<file path="src/rtl/wwdt_pkg.sv">
// Package: shared register selectors, control layout and decode helpers
// for the windowed watchdog. Assumes the control word layout below.
package wwdt_pkg;

    // Widest prescaler shift that div_shift can return
    localparam int DIV_LOG2_MAX = 8;

    typedef enum logic [1:0] {
        SEL_KEY  = 2'd0,
        SEL_CTRL = 2'd1,
        SEL_STAT = 2'd2,
        SEL_ACT  = 2'd3
    } reg_sel_e;

    typedef struct packed {
        logic [1:0] rsv_hi;
        logic [1:0] win_open;
        logic [1:0] rsv_mid;
        logic [1:0] win_close;
        logic [3:0] div_sel;
        logic [1:0] rsv_lo;
        logic [1:0] len_sel;
    } ctrl_t;

    // Period code to left shift of the base period
    function automatic logic [2:0] len_shift(input logic [1:0] code);
        case (code)
            2'b00:   return 3'd0;
            2'b01:   return 3'd2;
            2'b10:   return 3'd3;
            default: return 3'd4;
        endcase
    endfunction

    // Prescaler code to log2 of the division ratio
    function automatic logic [3:0] div_shift(input logic [3:0] code);
        case (code)
            4'd1:    return 4'd2;
            4'd2:    return 4'd4;
            4'd3:    return 4'd5;
            4'd4:    return 4'd6;
            4'd5:    return 4'd8;
            default: return 4'd0;
        endcase
    endfunction

endpackage

</file>
<file path="src/rtl/wwdt_prescale.sv">
// Module: prescaler for the watchdog counter. A free-running count is
// masked to the selected ratio and gives a one-cycle tick each time the
// masked bits are all ones. Assumes DIV_W >= the widest shift in the package.
module wwdt_prescale
    import wwdt_pkg::*;
#(
    parameter int DIV_W = DIV_LOG2_MAX
) (
    input  logic       clk,
    input  logic       rst_n,
    input  logic       run,
    input  logic       en,
    input  logic       clr,
    input  logic [3:0] div_sel,
    output logic       tick
);

    logic [DIV_W-1:0] pre_q;
    logic [DIV_W:0]   span;
    logic [DIV_W-1:0] mask;

    // Mask of the low bits that make up one prescaled step
    always_comb begin
        span = (DIV_W+1)'(1) << div_shift(div_sel);
        mask = DIV_W'(span - 1'b1);
        tick = run && en && ((pre_q & mask) == mask);
    end

    // Prescale counter: cleared on a reload, advances on enabled cycles
    always_ff @(posedge clk) begin
        if (!rst_n) begin
            pre_q <= '0;
        end else if (clr) begin
            pre_q <= '0;
        end else if (run && en) begin
            pre_q <= pre_q + 1'b1;
        end
    end

endmodule

</file>
<file path="src/rtl/wwdt_timer.sv">
// Module: down-counter, window compare and refresh decision. Works out
// the period and the window limits from the control fields, loads on an
// accepted key, and reports underflow and refused keys as one-cycle
// events. Assumes the control fields are static while running.
module wwdt_timer
    import wwdt_pkg::*;
#(
    parameter int BASE_LOG2 = 10,
    parameter int DIV_W     = DIV_LOG2_MAX,
    parameter int CNT_W     = BASE_LOG2 + 4
) (
    input  logic             clk,
    input  logic             rst_n,
    input  logic             cnt_en,
    input  logic             key_done,
    input  logic [1:0]       len_sel,
    input  logic [1:0]       win_open,
    input  logic [1:0]       win_close,
    input  logic [3:0]       div_sel,
    output logic             running,
    output logic             reload,
    output logic             in_win,
    output logic             uf_evt,
    output logic             err_evt,
    output logic [CNT_W-1:0] cnt_q
);

    localparam int WIDE_W = CNT_W + 2;

    logic [WIDE_W-1:0] period;
    logic [WIDE_W-1:0] quarter;
    logic [WIDE_W-1:0] open_lim;
    logic [WIDE_W-1:0] close_lim;
    logic [CNT_W-1:0]  load_val;
    logic              run_q;
    logic              tick;

    // Period, load value and window limits from the control fields
    always_comb begin
        period    = (WIDE_W'(1) << BASE_LOG2) << len_shift(len_sel);
        quarter   = period >> 2;
        open_lim  = quarter * (WIDE_W'(win_open) + WIDE_W'(1)) - WIDE_W'(1);
        close_lim = quarter * WIDE_W'(2'd3 - win_close);
        load_val  = CNT_W'(period - WIDE_W'(1));
    end

    // Refresh decision and event generation
    always_comb begin
        in_win  = (WIDE_W'(cnt_q) <= open_lim) && (WIDE_W'(cnt_q) >= close_lim);
        reload  = key_done && (!run_q || in_win);
        err_evt = key_done && run_q && !in_win;
        uf_evt  = tick && (cnt_q == '0) && !reload;
        running = run_q;
    end

    wwdt_prescale #(
        .DIV_W (DIV_W)
    ) u_pre (
        .clk     (clk),
        .rst_n   (rst_n),
        .run     (run_q),
        .en      (cnt_en),
        .clr     (reload),
        .div_sel (div_sel),
        .tick    (tick)
    );

    // Counter and run state: a reload wins over a step, underflow wraps to the top
    always_ff @(posedge clk) begin
        if (!rst_n) begin
            cnt_q <= '0;
            run_q <= 1'b0;
        end else if (reload) begin
            cnt_q <= load_val;
            run_q <= 1'b1;
        end else if (tick) begin
            cnt_q <= (cnt_q == '0) ? load_val : cnt_q - 1'b1;
        end
    end

endmodule

</file>
<file path="src/rtl/wwdt_regs.sv">
// Module: register file for the watchdog. Decodes the bus, tracks the
// two-write refresh key, keeps the write-once control and action
// registers, and holds the sticky status flags. Assumes one bus access
// per cycle and a combinational read.
module wwdt_regs
    import wwdt_pkg::*;
(
    input  logic        clk,
    input  logic        rst_n,
    input  logic        bus_we,
    input  logic [2:0]  bus_addr,
    input  logic [15:0] bus_wdata,
    input  logic        running,
    input  logic        uf_evt,
    input  logic        err_evt,
    output logic [15:0] bus_rdata,
    output logic [15:0] ctrl_q,
    output logic [7:0]  act_q,
    output logic        act_done,
    output logic        uf_flag,
    output logic        err_flag,
    output logic        key_done
);

    reg_sel_e sel;
    logic     hit;
    logic     wr_key;
    logic     wr_ctrl;
    logic     wr_stat;
    logic     wr_act;
    logic     armed_q;
    logic     ctrl_done;

    // Address decode and write strobes
    always_comb begin
        hit      = (bus_addr[0] == 1'b0);
        sel      = reg_sel_e'(bus_addr[2:1]);
        wr_key   = bus_we && hit && (sel == SEL_KEY);
        wr_ctrl  = bus_we && hit && (sel == SEL_CTRL);
        wr_stat  = bus_we && hit && (sel == SEL_STAT);
        wr_act   = bus_we && hit && (sel == SEL_ACT);
        key_done = wr_key && armed_q && (bus_wdata[7:0] == 8'hFF);
    end

    // Key tracker: 00h arms, and the next key write either completes or cancels
    always_ff @(posedge clk) begin
        if (!rst_n) begin
            armed_q <= 1'b0;
        end else if (wr_key) begin
            armed_q <= !armed_q && (bus_wdata[7:0] == 8'h00);
        end
    end

    // Write-once control and action registers, closed once running
    always_ff @(posedge clk) begin
        if (!rst_n) begin
            ctrl_q    <= '0;
            ctrl_done <= 1'b0;
            act_q     <= '0;
            act_done  <= 1'b0;
        end else begin
            if (wr_ctrl && !ctrl_done && !running) begin
                ctrl_q    <= bus_wdata;
                ctrl_done <= 1'b1;
            end
            if (wr_act && !act_done && !running) begin
                act_q    <= bus_wdata[7:0];
                act_done <= 1'b1;
            end
        end
    end

    // Sticky status flags: a new event wins over a clear in the same cycle
    always_ff @(posedge clk) begin
        if (!rst_n) begin
            uf_flag  <= 1'b0;
            err_flag <= 1'b0;
        end else begin
            uf_flag  <= (wr_stat ? (uf_flag  && bus_wdata[0]) : uf_flag)  || uf_evt;
            err_flag <= (wr_stat ? (err_flag && bus_wdata[1]) : err_flag) || err_evt;
        end
    end

    // Read multiplexer
    always_comb begin
        bus_rdata = '0;
        if (hit) begin
            case (sel)
                SEL_KEY:  bus_rdata = 16'h00FF;
                SEL_CTRL: bus_rdata = ctrl_q;
                SEL_STAT: bus_rdata = {14'b0, err_flag, uf_flag};
                default:  bus_rdata = {8'b0, act_q};
            endcase
        end
    end

endmodule

</file>
<file path="src/rtl/wwdt_top.sv">
// Module: windowed watchdog top. Joins the register file and the timer
// and turns the status flags into the selected output line.
// Assumes cnt_en is synchronous to clk.
module wwdt_top
    import wwdt_pkg::*;
#(
    parameter int BASE_LOG2 = 10,
    parameter int DIV_W     = DIV_LOG2_MAX
) (
    input  logic        clk,
    input  logic        rst_n,
    input  logic        bus_we,
    input  logic [2:0]  bus_addr,
    input  logic [15:0] bus_wdata,
    output logic [15:0] bus_rdata,
    input  logic        cnt_en,
    output logic        irq_o,
    output logic        sys_rst_o
);

    localparam int CNT_W = BASE_LOG2 + 4;

    logic [15:0]      ctrl_q;
    ctrl_t            ctrl_f;
    logic [7:0]       act_q;
    logic             act_done;
    logic             uf_flag;
    logic             err_flag;
    logic             key_done;
    logic             running;
    logic             reload;
    logic             in_win;
    logic             uf_evt;
    logic             err_evt;
    logic [CNT_W-1:0] cnt_q;

    assign ctrl_f = ctrl_t'(ctrl_q);

    wwdt_regs u_regs (
        .clk       (clk),
        .rst_n     (rst_n),
        .bus_we    (bus_we),
        .bus_addr  (bus_addr),
        .bus_wdata (bus_wdata),
        .running   (running),
        .uf_evt    (uf_evt),
        .err_evt   (err_evt),
        .bus_rdata (bus_rdata),
        .ctrl_q    (ctrl_q),
        .act_q     (act_q),
        .act_done  (act_done),
        .uf_flag   (uf_flag),
        .err_flag  (err_flag),
        .key_done  (key_done)
    );

    wwdt_timer #(
        .BASE_LOG2 (BASE_LOG2),
        .DIV_W     (DIV_W),
        .CNT_W     (CNT_W)
    ) u_timer (
        .clk       (clk),
        .rst_n     (rst_n),
        .cnt_en    (cnt_en),
        .key_done  (key_done),
        .len_sel   (ctrl_f.len_sel),
        .win_open  (ctrl_f.win_open),
        .win_close (ctrl_f.win_close),
        .div_sel   (ctrl_f.div_sel),
        .running   (running),
        .reload    (reload),
        .in_win    (in_win),
        .uf_evt    (uf_evt),
        .err_evt   (err_evt),
        .cnt_q     (cnt_q)
    );

    // Output select: a pending flag drives the line chosen by action bit 7
    always_comb begin
        irq_o     = (uf_flag || err_flag) && !act_q[7];
        sys_rst_o = (uf_flag || err_flag) &&  act_q[7];
    end

endmodule

</file>
<file path="config.mk">
export PLATFORM = sky130hd
export DESIGN_NAME = wwdt_top
export DESIGN_NICKNAME = d
export VERILOG_FILES = /design/src/rtl/wwdt_pkg.sv /design/src/rtl/wwdt_prescale.sv /design/src/rtl/wwdt_timer.sv /design/src/rtl/wwdt_regs.sv /design/src/rtl/wwdt_top.sv
export SDC_FILE = /design/constraint.sdc
export NUM_CORES = 1
export LEC_CHECK = 0
export ABC_AREA = 1
export BUFFER_PORTS_ARGS = -buffer_cell sky130_fd_sc_hd__buf_2
export CAP_MARGIN = 20
export CELL_PAD_IN_SITES_DETAIL_PLACEMENT = 1
export CELL_PAD_IN_SITES_GLOBAL_PLACEMENT = 2
export CORE_MARGIN = 5
export CORE_UTILIZATION = 33
export CTS_CLUSTER_DIAMETER = 120
export CTS_CLUSTER_SIZE = 30
export DETAILED_ROUTE_END_ITERATION = 6
export PLACE_DENSITY = 0.83
export SETUP_SLACK_MARGIN = 0.4
export SYNTH_ARGS = -nofsm -noshare
export SYNTH_HDL_FRONTEND = slang
export SYNTH_SLANG_ARGS = --single-unit
</file>
<file path="constraint.sdc">
create_clock -name clk -period 4.52 [get_ports clk]
set_input_delay 0.452 -clock clk [delete_from_list [all_inputs] [get_ports clk]]
set_output_delay 0.452 -clock clk [all_outputs]
set_load 0.01 [all_outputs]
</file>
== Word level (Yosys, flattened, before mapping) ==
Cells that the tools add are included.

* Bits in registers: 52
* Latch bits: 0
* Memory bits (writable): 0
* Bits in read-only memories: 0
* Output and inout port bits: 18
* Word-level logic and storage cells: 88
* Memories: 0

* $add $sub $neg: 7
* Multipliers: 2
* Div/mod/pow operators: 0
* Order comparisons: 2
* Eq/ne operators: 12
* Shift-type cells: 2
* Muxes and demuxes: 9
* Bitwise gates (word level): 3
* Reduce and logical (&&, ||, !) cells: 41

{| class="wikitable"
|+ Operators by type and width
! kind !! number
|-
| case mux 16 bit (3 select lines) || 1
|-
| two-way mux 14 bit || 3
|-
| subtractor 14 x 1 -> 14 bit (second input constant) || 2
|-
| logical AND 1 bit || 24
|-
| case mux 4 bit (5 select lines) || 1
|-
| greater-or-equal comparator 14 x 16 -> 1 bit || 1
|-
| less-or-equal comparator 14 x 16 -> 1 bit || 1
|-
| multiplier 14 x 16 -> 16 bit || 1
|-
| multiplier 14 x 3 -> 16 bit || 1
|-
| two-way mux 16 bit || 1
|-
| << shifter 11 x 3 -> 16 bit (first input constant) || 1
|-
| subtractor 16 x 1 -> 16 bit (second input constant) || 1
|-
| logical NOT 14 bit || 1
|-
| case mux 3 bit (3 select lines) || 1
|-
| adder 8 x 1 -> 8 bit (second input constant) || 1
|-
| AND 8 bit || 1
|-
| equality test 4 x 2 -> 1 bit (second input constant) || 2
|-
| equality test 4 x 3 -> 1 bit (second input constant) || 2
|-
| equality test 8 bit || 1
|-
| equality test 8 bit (second input constant) || 1
|-
| logical NOT 8 bit || 1
|-
| << shifter 1 x 4 -> 8 bit (first input constant) || 1
|-
| subtractor 8 x 1 -> 8 bit (second input constant) || 1
|-
| logical NOT 1 bit || 7
|-
| other kinds (11) || 20
|}

== Depth between registers and ports, before layout ==
* Depth after elaboration: 12
* Mapped depth: 29

== Hierarchy ==
Synthesis repeated with hierarchy kept, for this count alone.

* Cell total of the unflattened synthesis: 674
* Area, all modules: 4413.0 um^2

{| class="wikitable"
|+ Modules (own cells, without submodules)
! module !! instances !! cells each !! area each (um^2) !! seq. area each (um^2)
|-
| wwdt_timer || 1 || 352 || 2382.3 || 300.3
|-
| wwdt_regs || 1 || 222 || 1441.4 || 580.6
|-
| wwdt_prescale || 1 || 96 || 574.3 || 160.2
|-
| wwdt_top || 1 || 4 || 15.0 || 0.0
|}

== Worst setup path after synthesis ==
Ideal clock, no wire load.

* Path type: register to register
* From: reg u_regs.ctrl_q[0]
* To: reg u_timer.cnt_q[11]
* Arrival: 3938 ps
* Data required time: 4405 ps
* Path slack: 467 ps
* Cell stages (with the launch flop): 27
* Clock period less this slack: 4053 ps
* Cell sequence: dfxtp_1 -> inv_1 -> ha_1 -> nor3_1 -> nand2_1 -> ha_1 -> fa_1 -> inv_1 -> ha_1 -> nand2_1 -> inv_1 -> a21oi_1 -> xor2_1 -> ha_1 -> nand2_1 -> nor3_1 -> nand2_1 -> nand2_1 -> nor2_1 -> nand3_2 -> nand2_2 -> nand2_2 -> nand2_4 -> nand2_4 -> buf_6 -> o21ai_1 -> nor2_1

* Cells in the longest elaborated chain, start to end: 10
* Elaborated cells between the ends (all ways): 18
* Those cells by class: add/sub (2); mul (2); order compare (2); eq/ne (2); shift (1); mux (4); reduce/logical (5)

{| class="wikitable"
|+ RTL lines
! what !! line !! RTL
|-
| start, declared || wwdt_regs.sv:17 || <nowiki>output logic [15:0] ctrl_q,</nowiki>
|-
| start signal, assigned || wwdt_regs.sv:63 || <nowiki>ctrl_q <= bus_wdata;</nowiki>
|-
| equality test 2 bit (tied with other cells) || wwdt_pkg.sv:27 || <nowiki>case (code)</nowiki>
|-
| case mux 3 bit (3 select lines) (*) || wwdt_pkg.sv:27 ||
|-
| << shifter 11 x 3 -> 16 bit (*) || wwdt_timer.sv:40 || <nowiki>period = (WIDE_W'(1) << BASE_LOG2) << len_shift(len_sel);</nowiki>
|-
| multiplier 14 x 3 -> 16 bit || wwdt_timer.sv:42 || <nowiki>open_lim = quarter * (WIDE_W'(win_open) + WIDE_W'(1)) - WIDE_W'(1);</nowiki>
|-
| subtractor 16 x 1 -> 16 bit || wwdt_timer.sv:42 ||
|-
| less-or-equal comparator 14 x 16 -> 1 bit || wwdt_timer.sv:49 || <nowiki>in_win = (WIDE_W'(cnt_q) <= open_lim) && (WIDE_W'(cnt_q) >= close_lim);</nowiki>
|-
| logical AND 1 bit || wwdt_timer.sv:49 ||
|-
| logical OR 1 bit || wwdt_timer.sv:50 || <nowiki>reload = key_done && (!run_q || in_win);</nowiki>
|-
| logical AND 1 bit || wwdt_timer.sv:50 ||
|-
| two-way mux 14 bit / nonzero test 2 bit (equally long branches) || -- ||
|-
| end signal, assigned || wwdt_timer.sv:74 || <nowiki>cnt_q <= load_val;</nowiki>
|-
| end signal, assigned || wwdt_timer.sv:77 || <nowiki>cnt_q <= (cnt_q == '0) ? load_val : cnt_q - 1'b1;</nowiki>
|-
| end, declared || wwdt_timer.sv:25 || <nowiki>output logic [CNT_W-1:0] cnt_q</nowiki>
|}

Every way passes the cells marked *; elsewhere a longest branch is shown, timed or not. The select of a mux whose other input is x is not followed.
A chain may end at the register's enable or synchronous reset.

== Worst setup path after layout ==
* From: reg u_regs.ctrl_q[1]
* To: reg u_timer.cnt_q[10]

The elaborated chain is that of the path after synthesis.

==> out/metrics.yaml <==
synth_area_leaders: "dfxtp_1 25%, ha_1 16%, nand2_1 11%"
yosysWarnings: 0
min_path_cells: 3
path_max_fanout: 7
grt_pass1_vias: 4465
dp_hpwl_um: 9950
synth.distinct_cells: 33
max_freq_mhz: 245
status: "finished, final reports clean"
netlist_area_sq_um: 4190
max_stage_delay_ns: 0.62
drive_gt1_share_pct: 21.5
die_h_um: 123
min_period_ns: 4.07
whs_ns: 0.405
p_total_w: 0.00109
ys_seq_area_share_pct: 24.9
gr-total-overflow: 0
num-nets-final: 765
finalMaxSlewViolations: 0
ir_drop_mv: 0.133
vias: 4194
min_path_type: "in2reg"
max_slew_margin_pct: 61.3
cts_tree: "built"
ioPinCount: 41
holdBufCountCts: 0
cts_buffer_depth: 2
grt_antenna_before_repair: 0
synth_area_leader_cell: "dfxtp_1"
coreArea_sq_um: 12500
clockRootBuffer: "clkbuf_16"
synth_top_area_share_pct: 24.9
cts_max_level: 2
synth_area_per_cell_sq_um: 6.66
fin_area_sq_um: 5150
power-per-cell-area_nw_per_um2: 212
drc: 0
min_to: "u_regs.ctrl_q[14]"
drt_iter0_markers: 173
worst_clock_skew_ns: 0.0135
dpl_cell_area_sq_um: 4560
r2r_cells: 28
worstReg2RegStart: "u_regs.ctrl_q[1]"
antenna_cells: 0
pre_cts_ws_ns: -0.00673
cts_sinks: 52
syn-num-nets: 711
syn-instance-count: 628
die_w_um: 123
grt_util_all_layers_pct: 17.3
hold_start: "bus_wdata[14]"
critical_path.slowest_cell: "fa_2"
tns_ns: 0
critPathLaunchType: "flip-flop"
setup_ws_ns: 0.445
rsz0062_at_grt: "true"
grt_max_degree: 35
worst_pin_slew_ns: 0.581
numCtsBuffers: 5
clk_latency_ns: 0.30
cap_viol_max_count: 0
row_count: 41
syn_to_final_growth_pct: 23.1
routed_via_density: 4.91
io_buffers: 40
gp_congestion: 0.804
crit_top_cell: "nand2_1"
critical_path_class: "reg2reg"
crit_required_ns: 4.70
finalSetupViolCount: 0
firstDrtPassIters: 4
hold_viol_final: 0
finalCritPeriodShare_pct: 90.1
power_leakage_nw: 2.43
grt_pass1_wl_um: 21100
ant_nets: 0
r2r_end: "u_timer.cnt_q[10]"
path_clk_slew_ns: 0.07
ys_seq_elements: 52
rrSetupSlack_ns: 0.45
wire_per_inst_um: 15.1
end_kind: "flip-flop"
wl_um: 12900
start_util_pct: 33.4
arrival_ns: 4.26
die_area_sq_um: 15000
-- timing repair --
item / CTS / global route
pin swaps: 17 / 41
resized for setup: 39 / 45
cloned: 1 / 0
endpoints found under the setup margin: 24 / 23
setup buffers: 8 / 6
-- cells by family (layout without fill, tap and decap cells) --
logic type                 Yosys count  in the layout  share of synthesized area, %
xor gates and xnor gates            19             19                          3.98
buffers and inverters              115            169                          10.7
DFF                                 52             52                          24.9
and+or+nand+nor                    273            274                          28.2
AOI/OAI and AO/OA                  108            108                          13.2
adders and majority gates           60             60                          19.0
other                                1              1                        0.0896
-- critical path: cells and delay by family (launching register included) --
family	cells	cell delay, ns
adders and majority gates	5	1.60
xor gates and xnor gates	1	0.17
DFF	1	0.39
and+or+nand+nor	16	1.30
buffers and inverters	5	0.36
AOI/OAI and AO/OA	1	0.14
-- synthesized netlist by cell type --
library cell	number
ha_1	54
nor2_4	1
buf_2	1
xor2_1	15
nand3_2	2
clkbuf_1	7
o21ai_1	9
nand2_4	2
dfxtp_1	52
inv_1	90
nand4_2	1
clkinv_1	5
nor4_1	4
a21oi_2	1
nor3_1	12
a211oi_1	1
nor2_1	85
a21oi_1	55
o21ai_0	39
nand3_1	27
nor4_2	1
a31oi_1	2
inv_2	10
nor2_2	3
o22ai_1	1
fa_1	6
buf_6	2
conb_1	1
nor3_2	3
xnor2_1	4
nand4_1	5
nand2_1	125
nand2_2	2
-- worst max-delay path by stage --
stage / startpoint / to
4_1_cts: u_regs.ctrl_q[1] / u_timer.u_pre.pre_q[1]
5_1_grt: u_regs.ctrl_q[1] / u_timer.cnt_q[10]
6_report: u_regs.ctrl_q[1] / u_timer.cnt_q[10]
2_1_floorplan: u_regs.ctrl_q[0] / u_timer.cnt_q[11]
3_3_place_gp: u_regs.ctrl_q[0] / u_timer.cnt_q[6]
3_5_place_dp: u_regs.ctrl_q[0] / u_timer.cnt_q[8]
-- cells in the final DEF, fill, tap and decap left out, types with 2 or more instances in the layout --
master / count
nand2_1: 113
inv_1: 84
nor2_1: 78
a21oi_1: 51
dfxtp_1: 49
ha_1: 40
buf_2: 40
o21ai_0: 37
nand3_1: 22
xor2_1: 15
inv_2: 13
buf_4: 12
nor3_1: 10
o21ai_1: 10
nand2_2: 9
nor2_2: 9
ha_4: 7
ha_2: 7
nand3_2: 6
nand2_4: 6
clkinv_1: 5
nand4_1: 5
clkbuf_16: 5
a21oi_2: 4
nor3_2: 4
nor4_1: 4
fa_1: 4
buf_6: 4
xnor2_1: 3
inv_6: 2
nor2_4: 2
nand2_8: 2
a31oi_1: 2
fa_2: 2
dfxtp_4: 2
-- sequential cells by signal, indices dropped and copies added (netlist names) --
register and count:
u_regs.act_q 8, u_regs.ctrl_q 16, u_regs.err_flag 1, u_timer.cnt_q 14
u_regs.ctrl_done 1, u_regs.uf_flag 1, u_timer.running 1, u_regs.act_done 1
u_timer.u_pre.pre_q 8, u_regs.armed_q 1
-- routing by layer --
metal / vias up / wire, um / share of wire, % / track usage (%)
met5: - / 0 / 0 / 0
met4: 0 / 167 / 1.3 / 4.48
met3: 12 / 217 / 1.7 / 2.03
met2: 29 / 6830 / 53 / 32.0
met1: 2032 / 5710 / 44 / 21.1
li1: 2121 / - / - / -
-- stage by stage --
stage | utilization, % | instances
2_1_floorplan | - | 628
3_3_place_gp | 36.4 | 832
3_5_place_dp | 36.4 | 832
4_1_cts | 39.5 | 849
5_1_grt | 41.2 | 855
6_report | 41.2 | 855
-- where the power goes --
part	internal [W]	switching [W]	leakage [nW]
registers	0.000465	0.00000722	0.422
logic	0.0000904	0.000141	1.94
clock network	0.000207	0.000183	0.0671
total	0.000763	0.000332	2.43
-- cell type report --
class	count	area [sq um]
Fill cell	1643	7360
Clock inverter	2	16.3
Multi-Input combinational cell	462	3000
Tap cell	172	215
Clock buffer	6	129
Sequential cell	52	1050
Timing Repair Buffer	56	335
Inverter	105	412
(Power assumes the default switching activity.)
